===== src/rtl/fsg_pkg.sv =====
package fsg_pkg;

    // register select on csr_addr
    typedef enum logic {
        SEL_STOP = 1'b0,
        SEL_ERR  = 1'b1
    } fsg_sel_e;

endpackage


===== src/rtl/fsg_w1c_bank.sv =====
// Bank of sticky bits: hardware sets, software clears by writing 1,
// set beats clear; optional synchronous wipe.
module fsg_w1c_bank #(
    parameter int N = 3
) (
    input  logic         clk,
    input  logic         mac_rst_n,
    input  logic         wipe_i,
    input  logic [N-1:0] set_i,
    input  logic [N-1:0] clr_i,
    output logic [N-1:0] q_o
);

    typedef struct packed {
        logic [N-1:0] bits;
    } bank_t;

    bank_t st_d, st_q;

    always_comb begin
        st_d      = st_q;
        st_d.bits = (st_q.bits & ~clr_i) | set_i;
        if (wipe_i) begin
            st_d.bits = '0;
        end
    end

    always_ff @(posedge clk or negedge mac_rst_n) begin
        if (!mac_rst_n) begin
            st_q <= '0;
        end else begin
            st_q <= st_d;
        end
    end

    assign q_o = st_q.bits;

endmodule


===== src/rtl/fsg_err_slot.sv =====
// One-entry holding register for the synthesized error completion.
module fsg_err_slot #(
    parameter int TAG_W = 8,
    parameter int PF_W  = 2
) (
    input  logic             clk,
    input  logic             mac_rst_n,
    input  logic             soft_rst_n,
    input  logic             load_i,
    input  logic [TAG_W-1:0] tag_i,
    input  logic [PF_W-1:0]  pf_i,
    output logic             free_o,
    output logic             valid_o,
    input  logic             ready_i,
    output logic [TAG_W-1:0] tag_o,
    output logic [PF_W-1:0]  pf_o
);

    typedef struct packed {
        logic             valid;
        logic [TAG_W-1:0] tag;
        logic [PF_W-1:0]  pf;
    } slot_t;

    slot_t sl_d, sl_q;

    assign free_o = !sl_q.valid || ready_i;

    always_comb begin
        sl_d = sl_q;
        if (sl_q.valid && ready_i) begin
            sl_d.valid = 1'b0;
        end
        if (load_i) begin
            sl_d.valid = 1'b1;
            sl_d.tag   = tag_i;
            sl_d.pf    = pf_i;
        end
        if (!soft_rst_n) begin
            sl_d.valid = 1'b0;
        end
    end

    always_ff @(posedge clk or negedge mac_rst_n) begin
        if (!mac_rst_n) begin
            sl_q <= '0;
        end else begin
            sl_q <= sl_d;
        end
    end

    assign valid_o = sl_q.valid;
    assign tag_o   = sl_q.tag;
    assign pf_o    = sl_q.pf;

endmodule


===== src/rtl/fn_stop_gate.sv =====
module fn_stop_gate
    import fsg_pkg::*;
#(
    parameter int NUM_PF = 3,
    parameter int PF_W   = 2,
    parameter int TAG_W  = 8,
    parameter int CSR_W  = 64
) (
    input  logic              clk,
    input  logic              mac_rst_n,
    input  logic              soft_rst_n,
    input  logic [NUM_PF-1:0] flr_enter,
    input  logic              req_valid,
    output logic              req_ready,
    input  logic [PF_W-1:0]   req_pf,
    input  logic              req_np,
    input  logic [TAG_W-1:0]  req_tag,
    output logic              core_valid,
    input  logic              core_ready,
    output logic [PF_W-1:0]   core_pf,
    output logic              core_np,
    output logic [TAG_W-1:0]  core_tag,
    output logic              cpl_valid,
    input  logic              cpl_ready,
    output logic [PF_W-1:0]   cpl_pf,
    output logic [TAG_W-1:0]  cpl_tag,
    input  logic              csr_wr,
    input  logic              csr_addr,
    input  logic [CSR_W-1:0]  csr_wdata,
    output logic [CSR_W-1:0]  csr_rdata,
    output logic              err_irq
);

    localparam int PAD_W = CSR_W - NUM_PF;

    logic [NUM_PF-1:0] pf_hot;
    logic [NUM_PF-1:0] stop_q;
    logic [NUM_PF-1:0] status_q;
    logic [NUM_PF-1:0] stop_clr;
    logic [NUM_PF-1:0] status_clr;
    logic [NUM_PF-1:0] status_set;
    logic              hit_stop;
    logic              slot_free;
    logic              drop;

    // one-hot decode of the owning function; out-of-range values match nothing
    for (genvar g = 0; g < NUM_PF; g++) begin : g_hot
        assign pf_hot[g] = (req_pf == PF_W'(g));
    end

    assign hit_stop = |(pf_hot & stop_q);

    // request steering
    always_comb begin
        core_valid = req_valid && !hit_stop;
        core_pf    = req_pf;
        core_np    = req_np;
        core_tag   = req_tag;
        if (hit_stop) begin
            req_ready = req_np ? slot_free : 1'b1;
        end else begin
            req_ready = core_ready;
        end
    end

    assign drop       = req_valid && req_ready && hit_stop;
    assign status_set = drop ? pf_hot : '0;

    // register writes: one per bit clears
    always_comb begin
        stop_clr   = '0;
        status_clr = '0;
        if (csr_wr) begin
            if (fsg_sel_e'(csr_addr) == SEL_STOP) begin
                stop_clr = csr_wdata[NUM_PF-1:0];
            end else begin
                status_clr = csr_wdata[NUM_PF-1:0];
            end
        end
    end

    fsg_w1c_bank #(.N(NUM_PF)) u_stop (
        .clk       (clk),
        .mac_rst_n (mac_rst_n),
        .wipe_i    (1'b0),
        .set_i     (flr_enter),
        .clr_i     (stop_clr),
        .q_o       (stop_q)
    );

    fsg_w1c_bank #(.N(NUM_PF)) u_status (
        .clk       (clk),
        .mac_rst_n (mac_rst_n),
        .wipe_i    (!soft_rst_n),
        .set_i     (status_set),
        .clr_i     (status_clr),
        .q_o       (status_q)
    );

    fsg_err_slot #(.TAG_W(TAG_W), .PF_W(PF_W)) u_slot (
        .clk        (clk),
        .mac_rst_n  (mac_rst_n),
        .soft_rst_n (soft_rst_n),
        .load_i     (drop && req_np),
        .tag_i      (req_tag),
        .pf_i       (req_pf),
        .free_o     (slot_free),
        .valid_o    (cpl_valid),
        .ready_i    (cpl_ready),
        .tag_o      (cpl_tag),
        .pf_o       (cpl_pf)
    );

    // read mux
    always_comb begin
        if (fsg_sel_e'(csr_addr) == SEL_STOP) begin
            csr_rdata = {{PAD_W{1'b0}}, stop_q};
        end else begin
            csr_rdata = {{PAD_W{1'b0}}, status_q};
        end
    end

    assign err_irq = |status_q;

endmodule


===== config.mk =====
export PLATFORM = sky130hd
export DESIGN_NAME = fn_stop_gate
export DESIGN_NICKNAME = d
export VERILOG_FILES = /design/src/rtl/fsg_pkg.sv /design/src/rtl/fsg_w1c_bank.sv /design/src/rtl/fsg_err_slot.sv /design/src/rtl/fn_stop_gate.sv
export SDC_FILE = /design/constraint.sdc
export NUM_CORES = 1
export LEC_CHECK = 0
export CAP_MARGIN = 20
export CORE_AREA = 5 5 65 67
export DETAILED_ROUTE_END_ITERATION = 8
export DIE_AREA = 0 0 70 72
export DONT_BUFFER_PORTS = 1
export PLACE_DENSITY = 0.6
export SETUP_SLACK_MARGIN = 0.3
export SLEW_MARGIN = 20
export SYNTH_ARGS = -nofsm -noshare
export SYNTH_HDL_FRONTEND = slang
export SYNTH_SLANG_ARGS = --single-unit

===== constraint.sdc =====
create_clock -name clk -period 2.4 [get_ports clk]
set_input_delay 0.48 -clock clk [delete_from_list [all_inputs] [get_ports clk]]
set_output_delay 0.48 -clock clk [all_outputs]
set_load 0.02 [all_outputs]

==> Word level (Yosys, flattened, before mapping) <==
Index checks and enable logic that the tools add are counted.
{ "totals": {"reg_bits": 17, "input_bits": 86, "output_inout_bits": 89, "wordCells": 38} }
{ "classes": {"eq_ne": 3, "muxes": 12, "n_bitwise": 7, "n_reduce_logical": 11} }
{ "ops": {"columns": ["operator", "n"], "rows": [
  ["3-bit 2-to-1 mux", 7],
  ["11-bit 2-to-1 mux", 1],
  ["3-bit AND", 3],
  ["3-bit inverter", 2],
  ["3-bit bitwise OR", 2],
  ["3-bit OR reduction", 2],
  ["1-bit logical AND", 5],
  ["1-bit 2-to-1 mux", 4],
  ["3-bit by 1-bit inequality test with 1-bit output (second input constant)", 1],
  ["2-bit by 1-bit == test with 1-bit output (second input constant)", 1],
  ["2-bit == test (second input constant)", 1],
  ["1-bit logical NOT", 2],
  ["2-bit logical NOT", 1],
  ["1-bit logical OR", 1]
]} }

==> Longest topological paths before layout <==
{ "logic_depth": {"word_depth": 9, "mapped_depth": 4, "depth_no_buf": 4} }

==> Hierarchy <==
A second synthesis with hierarchy kept.
{ "unflattened": {"hier_cells": 147, "hier_area_um2": 1411.4} }
{ "modules_own_cells": {"columns": ["module", "instances", "cells_per_inst", "area_per_inst_um2", "seq_area_each_um2"], "rows": [
  ["fn_stop_gate", 1, 98, 720.7, 0.0],
  ["fsg_err_slot", 1, 25, 450.4, 275.3],
  ["fsg_w1c_bank", 2, 12, 120.1, 75.1]
]} }

==> Worst setup path after synthesis <==
Ideal clock, no wire load.
{ "synth_path": {"path_kind": "input -> output", "startpoint": "input port req_pf[0]", "endpoint": "output port req_ready", "t_arrival_ns": 1.263, "required_time_ns": 1.920, "slack_ns": 0.657, "path_stages": 4, "n_path_buf": 0, "cell_sequence": "mux2i_1 > o21ai_2 > nor2_1 > a31oi_1"} }
{ "synth_via": {"elab_chain_cells": 4, "word_cells_on_any_way": 6, "cone_classes": "2 x eq/ne; 1 x mux; 1 x bitwise; 2 x reduce/logical"} }
{ "synth_rtl": {"columns": ["element", "line_no", "text"], "rows": [
  ["start: declaration", "fn_stop_gate.sv:15", "input logic [PF_W-1:0] req_pf,"],
  ["2-bit by 1-bit == test with 1-bit output, or another cell as far along", "fn_stop_gate.sv:48", "assign pf_hot[g] = (req_pf == PF_W'(g));"],
  ["3-bit AND *", "fn_stop_gate.sv:51", "assign hit_stop = |(pf_hot & stop_q);"],
  ["3-bit OR reduction *", "fn_stop_gate.sv:51", null],
  ["1-bit 2-to-1 mux *", "fn_stop_gate.sv:59", "if (hit_stop) begin"],
  ["end: declaration", "fn_stop_gate.sv:14", "output logic req_ready,"]
]} }
Every way passes the cells marked *; elsewhere a longest branch is shown, timed or not.

==> Final worst setup path <==
{ "layout_path": {"startpoint": "register u_stop.st_q (netlist bit u_stop.q_o[1])", "endpoint": "output port req_ready"} }
{ "layout_via": {"elab_chain_cells": 3} }
{ "layout_rtl": {"columns": ["element", "line_no", "text"], "rows": [
  ["start: declaration", "fsg_w1c_bank.sv:18", "bank_t st_d, st_q;"],
  ["start signal: assignment", "fsg_w1c_bank.sv:32", "st_q <= st_d;"],
  ["3-bit AND", "fn_stop_gate.sv:51", null],
  ["3-bit OR reduction", "fn_stop_gate.sv:51", null],
  ["1-bit 2-to-1 mux", "fn_stop_gate.sv:59", null]
]} }
No other way between the ends.

==> metrics <==
status finished clean; Design Power 0.747 mW; global-route wire length before repair 3.19 mm; worst min-delay path class in -> reg; CTS buffer count 3; H-tree Lvls 1; DRC 0; Initial Util 37.6%; Mapped Cells 144; CP required 1.92 ns; GRT Util Overall 8.27%; drt wl/cell 13.3 µm; Slew headroom 45.3%; Placed Area 0.00108 mm²; crit start category register; TNS Setup 0 ns; max frequency 505 MHz; nets 224; design area 0.00115 mm²; register area share after synthesis 31.7%; die width 70 µm; synth unique cells 22; Fill cells 391; asr flop ratio synth 100%; initial DRC count 14; CP Class reg -> out; top cells by count, synth buf_4, dfrtp_1, mux2_2, nand2_1; Period minus WS final 1.98 ns; CP arrival 1.50 ns; Detail Route Antenna Nets 0; die footprint 0.00504 mm²; final setup vio count 0; vias in the first global route 582; synth warn 0; core footprint 0.00358 mm²; maximum clock path buffer count 2; syn avg cell area 9.33 µm²; Layout Skew 0.0108 ns; I/O Buffers 0; Max IR drop VDD 0.144 mV; Post-synth EDFFs 0; vias per cell 3.90; CP endpoint kind primary output; placed cells 179; Final WS setup 0.421 ns; initial antenna violation count 0; max-slew violations 0; Non-Filler Instances 185; Clock Latency Late Sink 0.29 ns; die height 72 µm; Detailed Routing Iterations Pass 1 3; clk slew on worst S/H paths 0.11 ns; Area contributors post-synth buf_4, dfrtp_1, mux2_2; WL final 2.46 mm; # diodes 0; Detail Placement HPWL 2.03 mm; area delta synth->final -14.7%; synthesized cell area 0.00134 mm²; max_cap viols 0; largest net degree at the start of global routing 18; R2R depth 4; Worst Hold Path Cells 1; CP Max Fanout 5; clock root buffer clkbuf_4; largest area contributor in the synthesized netlist buf_4; layout cells sized above 1 14.6%; CTS sink cnt 17; Final GP Congestion 0.774; Post-Place Setup Slack 0.564 ns; leakage 0.566 nW; final hold violation count 0; # IOs 175; most common cell in the netlist buf_4; #FFs+latches synth 17; top cell type's share of synthesized area 40.2%; # rows 22; RSZ-0062 raised after global routing false; GRT Residual Overflow 0; Vias 721; period utilization 82.4%; worst slew pin tran 0.818 ns; TritonCTS clock tree yes; Pwr per Cell Area 652 mW/mm²; ys flop type dfrtp_1
state kept, by name, summed over array words and instances (netlist names):
signal          flops
u_slot.valid_o      1
u_slot.tag_o        8
u_slot.pf_o         2
u_status.q_o        3
u_stop.q_o          3
metrics by stage:
stage | hold slack [ns] | utilization [%]
after floorplan | 0.184 | -
after global placement | 0.185 | 30.3
after detailed placement | 0.185 | 30.3
after CTS | 0.272 | 31.3
after global routing | 0.261 | 32.0
final | 0.283 | 32.0
metal layers:
layer	GRT usage (%)	part of all wire [%]
met5	0	0
met4	3.19	0.41
met3	5.40	17
met2	12.5	48
met1	9.35	35
cells in the final DEF, fill, tap and decap left out, types with 2 or more instances in the layout:
cell type / instances
nand2b_1: 4
nand3_1: 5
nand2_1: 7
and2b_1: 2
o21ai_0: 5
conb_1: 61
nor2_1: 2
nor2b_1: 2
clkbuf_4: 3
or3_1: 2
a21oi_1: 2
mux2_2: 12
dfrtp_1: 17
where the power goes:
| part | switching, mW | internal [mW] | total (mW) |
|---|---|---|---|
| Combinational | 0.134 | 0.0516 | 0.185 |
| Clock | 0.0925 | 0.0646 | 0.157 |
| Sequential | 0.0762 | 0.329 | 0.405 |
layout make-up:
class                      instances  area (µm²)  share of cell area (%)
timing repair buffer               2        17.5                    1.53
sequential                        17         425                    37.1
clock buffer                       4        26.3                    2.29
tap                               48        60.1                    5.24
multi-input combinational        114         617                    53.8
cells by family after synthesis:
logic type,share of synthesized area (%)
buffers and inverters,40.5
flip-flops,31.7
AND/OR/NAND/NOR,12.0
multiplexers,10.8
other,0.279
AO/OA/AOI/OAI,4.75
repair_timing:
| item | in CTS | in global routing |
|---|---|---|
| setup buffers | 0 | 1 |
| hold buffers | 1 | 0 |
| setup endpoints to repair | 0 | 1 |
| gates resized for setup | 0 | 3 |
| hold endpoints to repair | 17 | 0 |
worst max-delay path, stage by stage, from the launching register on:
cell     delay [ns]
dfrtp_1        0.42
mux2i_1        0.13
o21ai_2        0.35
nor2_2         0.08
a31oi_4        0.23
path summary, 6_finish.rpt:
kind	endpoint	from	slack (ns)
min reg2reg	u_status.q_o[0]	u_status.q_o[0]	0.55
min	u_stop.q_o[0]	flr_enter[0]	0.28
max	req_ready	u_stop.q_o[1]	0.42
max in group asynchronous	u_slot.pf_o[0]	mac_rst_n	1.17
min in group asynchronous	u_slot.pf_o[1]	mac_rst_n	0.71
max reg2reg	u_slot.tag_o[0]	u_slot.valid_o	0.72
Power figures use the tool's default switching activity.
